===== src/rtl/phy_poll_pkg.sv =====
`timescale 1ns/1ps
package phy_poll_pkg;
    localparam int FRAME_BITS = 64;
    localparam int HDR_BITS   = 46;
    localparam int DATA_FIRST = 48;
    localparam int IDX_W      = $clog2(FRAME_BITS);
    localparam int PRE_BITS   = 32;

    localparam logic [4:0] REG_STATUS = 5'd1;
    localparam logic [4:0] REG_ADV    = 5'd4;
    localparam logic [4:0] REG_LPA    = 5'd5;

    localparam int BIT_LINK   = 2;
    localparam int BIT_ANDONE = 5;
    localparam int ABIL_LSB   = 6;  // abilities of interest: bits 9..6

    typedef enum logic [1:0] {RD_STATUS, RD_ADV, RD_LPA} rd_kind_e;

    typedef enum logic [2:0] {
        AB_10_HALF, AB_10_FULL, AB_100TX_HALF, AB_100T4, AB_100TX_FULL
    } ability_e;

    typedef struct packed {
        logic [4:0] phy;
        logic [4:0] regad;
    } rd_req_t;

    function automatic logic [4:0] kind_addr(rd_kind_e k);
        case (k)
            RD_ADV:  return REG_ADV;
            RD_LPA:  return REG_LPA;
            default: return REG_STATUS;
        endcase
    endfunction

    function automatic logic ability_full(ability_e a);
        return (a == AB_100TX_FULL) || (a == AB_10_FULL);
    endfunction
endpackage


===== src/rtl/mdio_read_engine.sv =====
`timescale 1ns/1ps
module mdio_read_engine
    import phy_poll_pkg::*;
#(
    parameter int MDC_DIV = 10
) (
    input  logic             clk,
    input  logic             rst,
    input  logic             start,
    input  rd_req_t          req,
    input  logic             mdio_i,
    output logic             busy,
    output logic             done,
    output logic [15:0]      rdata,
    output logic [IDX_W-1:0] bit_pos,
    output logic             mdc,
    output logic             mdio_o,
    output logic             mdio_oe
);
    localparam int DIV_W = (MDC_DIV > 1) ? $clog2(MDC_DIV) : 1;
    localparam logic [DIV_W-1:0] DIV_LAST  = DIV_W'(MDC_DIV - 1);
    localparam logic [IDX_W-1:0] IDX_LAST  = IDX_W'(FRAME_BITS - 1);
    localparam logic [IDX_W-1:0] IDX_DATA  = IDX_W'(DATA_FIRST);
    localparam logic [IDX_W-1:0] IDX_HLAST = IDX_W'(HDR_BITS - 1);

    logic [DIV_W-1:0]    div_cnt;
    logic [HDR_BITS-1:0] hdr_sr;
    logic [15:0]         data_sr;
    logic                tick;

    assign tick  = (div_cnt == DIV_LAST);
    assign rdata = data_sr;

    always_ff @(posedge clk) begin
        if (rst) begin
            busy    <= 1'b0;
            done    <= 1'b0;
            mdc     <= 1'b0;
            mdio_o  <= 1'b0;
            mdio_oe <= 1'b0;
            div_cnt <= '0;
            bit_pos <= '0;
            hdr_sr  <= '0;
            data_sr <= '0;
        end else begin
            done <= 1'b0;
            if (!busy) begin
                div_cnt <= '0;
                mdc     <= 1'b0;
                if (start) begin
                    busy    <= 1'b1;
                    bit_pos <= '0;
                    hdr_sr  <= {32'hFFFF_FFFF, 2'b01, 2'b10, req.phy, req.regad};
                    mdio_o  <= 1'b1;
                    mdio_oe <= 1'b1;
                end
            end else begin
                div_cnt <= tick ? '0 : div_cnt + 1'b1;
                if (tick) begin
                    if (!mdc) begin
                        mdc <= 1'b1;
                        if (bit_pos >= IDX_DATA)
                            data_sr <= {data_sr[14:0], mdio_i};
                    end else begin
                        mdc <= 1'b0;
                        if (bit_pos == IDX_LAST) begin
                            busy <= 1'b0;
                            done <= 1'b1;
                        end else begin
                            bit_pos <= bit_pos + 1'b1;
                            hdr_sr  <= {hdr_sr[HDR_BITS-2:0], 1'b0};
                            mdio_o  <= hdr_sr[HDR_BITS-2];
                            mdio_oe <= (bit_pos < IDX_HLAST);
                        end
                    end
                end
            end
        end
    end
endmodule


===== src/rtl/ability_resolver.sv =====
`timescale 1ns/1ps
module ability_resolver
    import phy_poll_pkg::*;
(
    input  logic [3:0] local_abil,   // register 4 bits 9..6
    input  logic [3:0] partner_abil, // register 5 bits 9..6
    output ability_e   ability
);
    logic [3:0] common;
    assign common = local_abil & partner_abil;

    // index = bit number - ABIL_LSB
    always_comb begin
        if (common[8 - ABIL_LSB])      ability = AB_100TX_FULL;
        else if (common[9 - ABIL_LSB]) ability = AB_100T4;
        else if (common[7 - ABIL_LSB]) ability = AB_100TX_HALF;
        else if (common[6 - ABIL_LSB]) ability = AB_10_FULL;
        else                           ability = AB_10_HALF;
    end
endmodule


===== src/rtl/phy_duplex_poller.sv =====
`timescale 1ns/1ps
module phy_duplex_poller
    import phy_poll_pkg::*;
#(
    parameter int         MDC_DIV   = 10,
    parameter logic [4:0] PHY_ADDR0 = 5'd0,
    parameter logic [4:0] PHY_ADDR1 = 5'd1
) (
    input  logic       clk,
    input  logic       rst,
    input  logic       an_enable,
    input  logic       mdio_i,
    output logic       mdc,
    output logic       mdio_o,
    output logic       mdio_oe,
    output logic [1:0] link_up,
    output logic [1:0] full_duplex
);
    localparam logic [4:0] PORT_ADDR [2] = '{PHY_ADDR0, PHY_ADDR1};

    rd_kind_e         cur_kind;
    logic             cur_port;
    logic             waiting;
    logic [1:0]       an_seen;
    logic [3:0]       adv_hold;
    logic             eng_start;
    logic             eng_busy;
    logic             eng_done;
    logic [15:0]      eng_rdata;
    logic [IDX_W-1:0] eng_bit_idx;
    rd_req_t          eng_req;
    ability_e         res_ability;
    logic             unused_rdata_bits;

    assign eng_start     = an_enable && !waiting && !eng_busy;
    assign eng_req.phy   = PORT_ADDR[cur_port];
    assign eng_req.regad = kind_addr(cur_kind);
    assign unused_rdata_bits = ^{eng_rdata[15:10], eng_rdata[4:3], eng_rdata[1:0]};

    mdio_read_engine #(.MDC_DIV(MDC_DIV)) u_engine (
        .clk     (clk),
        .rst     (rst),
        .start   (eng_start),
        .req     (eng_req),
        .mdio_i  (mdio_i),
        .busy    (eng_busy),
        .done    (eng_done),
        .rdata   (eng_rdata),
        .bit_pos (eng_bit_idx),
        .mdc     (mdc),
        .mdio_o  (mdio_o),
        .mdio_oe (mdio_oe)
    );

    ability_resolver u_resolver (
        .local_abil   (adv_hold),
        .partner_abil (eng_rdata[ABIL_LSB+3:ABIL_LSB]),
        .ability      (res_ability)
    );

    always_ff @(posedge clk) begin
        if (rst) begin
            cur_kind    <= RD_STATUS;
            cur_port    <= 1'b0;
            waiting     <= 1'b0;
            an_seen     <= '0;
            adv_hold    <= '0;
            link_up     <= '0;
            full_duplex <= '0;
        end else begin
            if (eng_start) waiting <= 1'b1;
            if (eng_done) begin
                waiting <= 1'b0;
                case (cur_kind)
                    RD_STATUS: begin
                        link_up[cur_port] <= eng_rdata[BIT_LINK];
                        if (!eng_rdata[BIT_ANDONE]) begin
                            full_duplex[cur_port] <= 1'b0;
                            an_seen[cur_port]     <= 1'b0;
                            cur_port              <= ~cur_port;
                        end else if (!an_seen[cur_port]) begin
                            cur_kind <= RD_ADV;
                        end else begin
                            cur_port <= ~cur_port;
                        end
                    end
                    RD_ADV: begin
                        adv_hold <= eng_rdata[ABIL_LSB+3:ABIL_LSB];
                        cur_kind <= RD_LPA;
                    end
                    RD_LPA: begin
                        full_duplex[cur_port] <= ability_full(res_ability);
                        an_seen[cur_port]     <= 1'b1;
                        cur_kind              <= RD_STATUS;
                        cur_port              <= ~cur_port;
                    end
                    default: cur_kind <= RD_STATUS;
                endcase
            end
        end
    end
endmodule


===== config.mk =====
export PLATFORM = sky130hd
export DESIGN_NAME = phy_duplex_poller
export DESIGN_NICKNAME = d
export VERILOG_FILES = /design/src/rtl/phy_poll_pkg.sv /design/src/rtl/mdio_read_engine.sv /design/src/rtl/ability_resolver.sv /design/src/rtl/phy_duplex_poller.sv
export SDC_FILE = /design/constraint.sdc
export NUM_CORES = 1
export LEC_CHECK = 0
export BUFFER_PORTS_ARGS = -buffer_cell sky130_fd_sc_hd__buf_2
export CAP_MARGIN = 5
export CORE_MARGIN = 1
export CORE_UTILIZATION = 47
export CTS_CLUSTER_DIAMETER = 200
export DETAILED_ROUTE_END_ITERATION = 7
export PLACE_DENSITY = 0.74
export SYNTH_ARGS = -nofsm -noshare
export SYNTH_HDL_FRONTEND = slang
export SYNTH_SLANG_ARGS = --single-unit
export TNS_END_PERCENT = 10

===== constraint.sdc =====
create_clock -name clk -period 4.7 [get_ports clk]
set_input_delay 1.175 -clock clk [delete_from_list [all_inputs] [get_ports clk]]
set_output_delay 1.175 -clock clk [all_outputs]
set_load 0.01 [all_outputs]

==> impl_metrics.toml <==
[critical_path]
crit_path_max_incr_delay_ps = 660
crit_fanout = 27
path_class = "primary input to register"
cp.required_ps = 4900
crit_chain = "buf_2, or3b_4, a21boi_4, nor2_4, buf_4, a311oi_2"
path_buf_inv = 2
cp_slowest_cell = "nor2_4"
crit_family = "simple AND/OR/NAND/NOR gates"
arrival_ps = 3030
r2r_setup_slack_ps = 1920
crit_path_end_kind = "register"
start_kind = "primary input"

[status]
status = "finished, final reports clean"

[pwr]
p_per_area_mw_per_mm2 = 343
peakVddDrop_mv = 0.231
p_leak_nw = 1.32

[final_layout]
utilization = 0.516
final_nets = 405
antennaDiodeCount = 0
layout_commonest_cell = "dfxtp_1"
stdcell_area_mm2 = 0.00405
layout-drive-gt1-share = 0.201
final_cell_mix = "dfxtp_1 (83), a21oi_1 (46), inv_1 (45)"
syn_to_final_growth_pct = 4.96

[sta]
setup_viol_count_final = 0
finalCriticalPeriod_ps = 2830
period_share = 0.602
rsz0062_at_grt = "no"
slew_viol_final = 0
maxSlewHeadroom = 0.227
finalHoldViolCount = 0
worstMarginPinSlew_ps = 1160
clock_skew_ps = 9.57
tns_ps = 0
fmax_mhz = 354

[synth]
syn_area_mm2 = 0.00386
syn_nets = 413
synth_edf_count = 0
synth-seq-cells = 84
ys_async_sr_fraction = 0
synthesis.instances = 401
synthFlopType = "dfxtp_1"
yosys.cell_types.count = 44
syn_avg_cell_area_um2 = 9.63
yosys_warnings = 0
synth_seq_area_share = 0.436

[job]
maxCapViolations = 0

[floorplanning]
design.core.area_mm2 = 0.00785
start_util = 0.492
dieHeight_um = 92.6
fp.dieW_um = 92.6
ios = 11
rows = 32
die_area_mm2 = 0.00858

[routing]
drc = 0
routedWlPerCell_um = 13.6
routed_wl_um = 6790
detail_route.iter0.violations = 147
ant_nets = 0
drt-vias-per-instance = 5.66
via_count = 2832
drt_first_pass_iters = 4

[cts]
cts.clk_slew.worst_paths_ps = 80
postCtsHoldBufs = 0
post_cts_resized = 0
clock_sinks = 84
root_buffer = "clkbuf_8"
numCtsBuffers = 9
clk_latency_ps = 350
cts_max_path_buffers = 2
post_cts_buffers = 0
tritoncts = "done"
h-tree-depth = 3

[placed_design]
place_hpwl_um = 4250
port_buffers = 10
placed_area_mm2 = 0.00387
gp_congestion = 0.774

[worst_hold_path]
hp-class = "register to register"

[global_routing]
grt_pass1_wl_um = 12600
grt_usage = 0.179
gr-total-overflow = 0
antenna_found_initial = 0
grt_pass1_vias = 2778
grt_start_max_net_pins = 54
-- logic make-up after synthesis --
| logic type | share of synthesized area |
|---|---|
| multiplexers | 0.0470 |
| XOR/XNOR | 0.00908 |
| AO/OA/AOI/OAI | 0.276 |
| buffers and inverters | 0.0976 |
| AND/OR/NAND/NOR | 0.109 |
| adder cells (fa/ha/maj) | 0.0259 |
| flip-flops | 0.436 |
-- tightest hold or removal path, stage by stage (launching register included) --
cell and delay (ps):
dfxtp_1 310, inv_1 40, a311oi_1 70
-- path summary, 6_finish.rpt --
| path | from | to | cells after the start |
|---|---|---|---|
| worst max-delay path | an_enable | u_engine.hdr_sr[29] | 6 |
| worst min register to register | u_engine.hdr_sr[10] | u_engine.hdr_sr[11] | 2 |
| worst max register to register | u_engine.busy | u_engine.hdr_sr[6] | 5 |
| worst min-delay path | u_engine.hdr_sr[10] | u_engine.hdr_sr[11] | 2 |
-- metrics by stage --
step / total power, W / std cells / hold WS [ps] / setup WS, ps
2_1_floorplan: 0.000918 / 401 / 433 / 2360
3_3_place_gp: 0.000924 / 484 / 444 / 1540
3_5_place_dp: 0.000931 / 484 / 457 / 1490
4_1_cts: 0.00140 / 500 / 468 / 1870
5_1_grt: 0.00145 / 500 / 492 / 1700
6_report: 0.00139 / 500 / 468 / 1870
-- synth_stat cells, types with 2 or more instances --
master | count | share of area
dfxtp_1 | 84 | 0.44
a21oi_1 | 46 | 0.060
inv_1 | 45 | 0.044
a311oi_2 | 28 | 0.11
nor2_1 | 25 | 0.024
clkbuf_1 | 19 | 0.018
mux2i_1 | 17 | 0.044
o21ai_0 | 15 | 0.019
a21oi_2 | 14 | 0.032
nand2_1 | 13 | 0.013
nand3_1 | 11 | 0.014
nand4_1 | 10 | 0.016
a311oi_1 | 9 | 0.020
ha_1 | 8 | 0.026
buf_2 | 6 | 0.0078
nand2b_1 | 4 | 0.0065
nand3b_1 | 4 | 0.0078
or3_1 | 4 | 0.0065
xnor2_1 | 4 | 0.0091
buf_6 | 3 | 0.0088
buf_8 | 3 | 0.012
nor3_1 | 3 | 0.0039
a211oi_1 | 2 | 0.0039
and2_1 | 2 | 0.0032
o2111ai_1 | 2 | 0.0045
o31ai_1 | 2 | 0.0039
-- cell type report --
cell class | count | area [um2]
Sequential cell | 84 | 1680
Clock inverter | 7 | 56.3
Fill cell | 742 | 3800
Tap cell | 102 | 128
Timing Repair Buffer | 14 | 80.1
Multi-Input combinational cell | 239 | 1810
Clock buffer | 9 | 124
Inverter | 45 | 169
-- layer usage --
layer / share of wire / up-vias / global-route usage
met1: 0.48 / 1368 / 0.215
li1: - / 1414 / -
met3: 0.032 / 3 / 0.0542
met2: 0.49 / 47 / 0.316
met5: 0 / - / 0
met4: 0.0035 / 0 / 0.0359
-- flip-flops by register name (all words and copies together) (netlist names), named ones only --
name,flops
u_engine.mdio_oe,1
u_engine.busy,1
link_up,2
cur_kind,2
u_engine.bit_pos,6
waiting,1
full_duplex,2
u_engine.mdio_o,1
u_engine.hdr_sr,45
cur_port,1
adv_hold,4
u_engine.mdc,1
u_engine.rdata,10
u_engine.done,1
u_engine.div_cnt,4
-- power by group --
group          switching [W]  leakage, nW  internal [W]
combinational      0.0000906        0.545     0.0000580
sequential         0.0000193        0.686      0.000745
clock               0.000276       0.0910      0.000199
total               0.000385         1.32       0.00100
(Power assumes the default switching activity.)
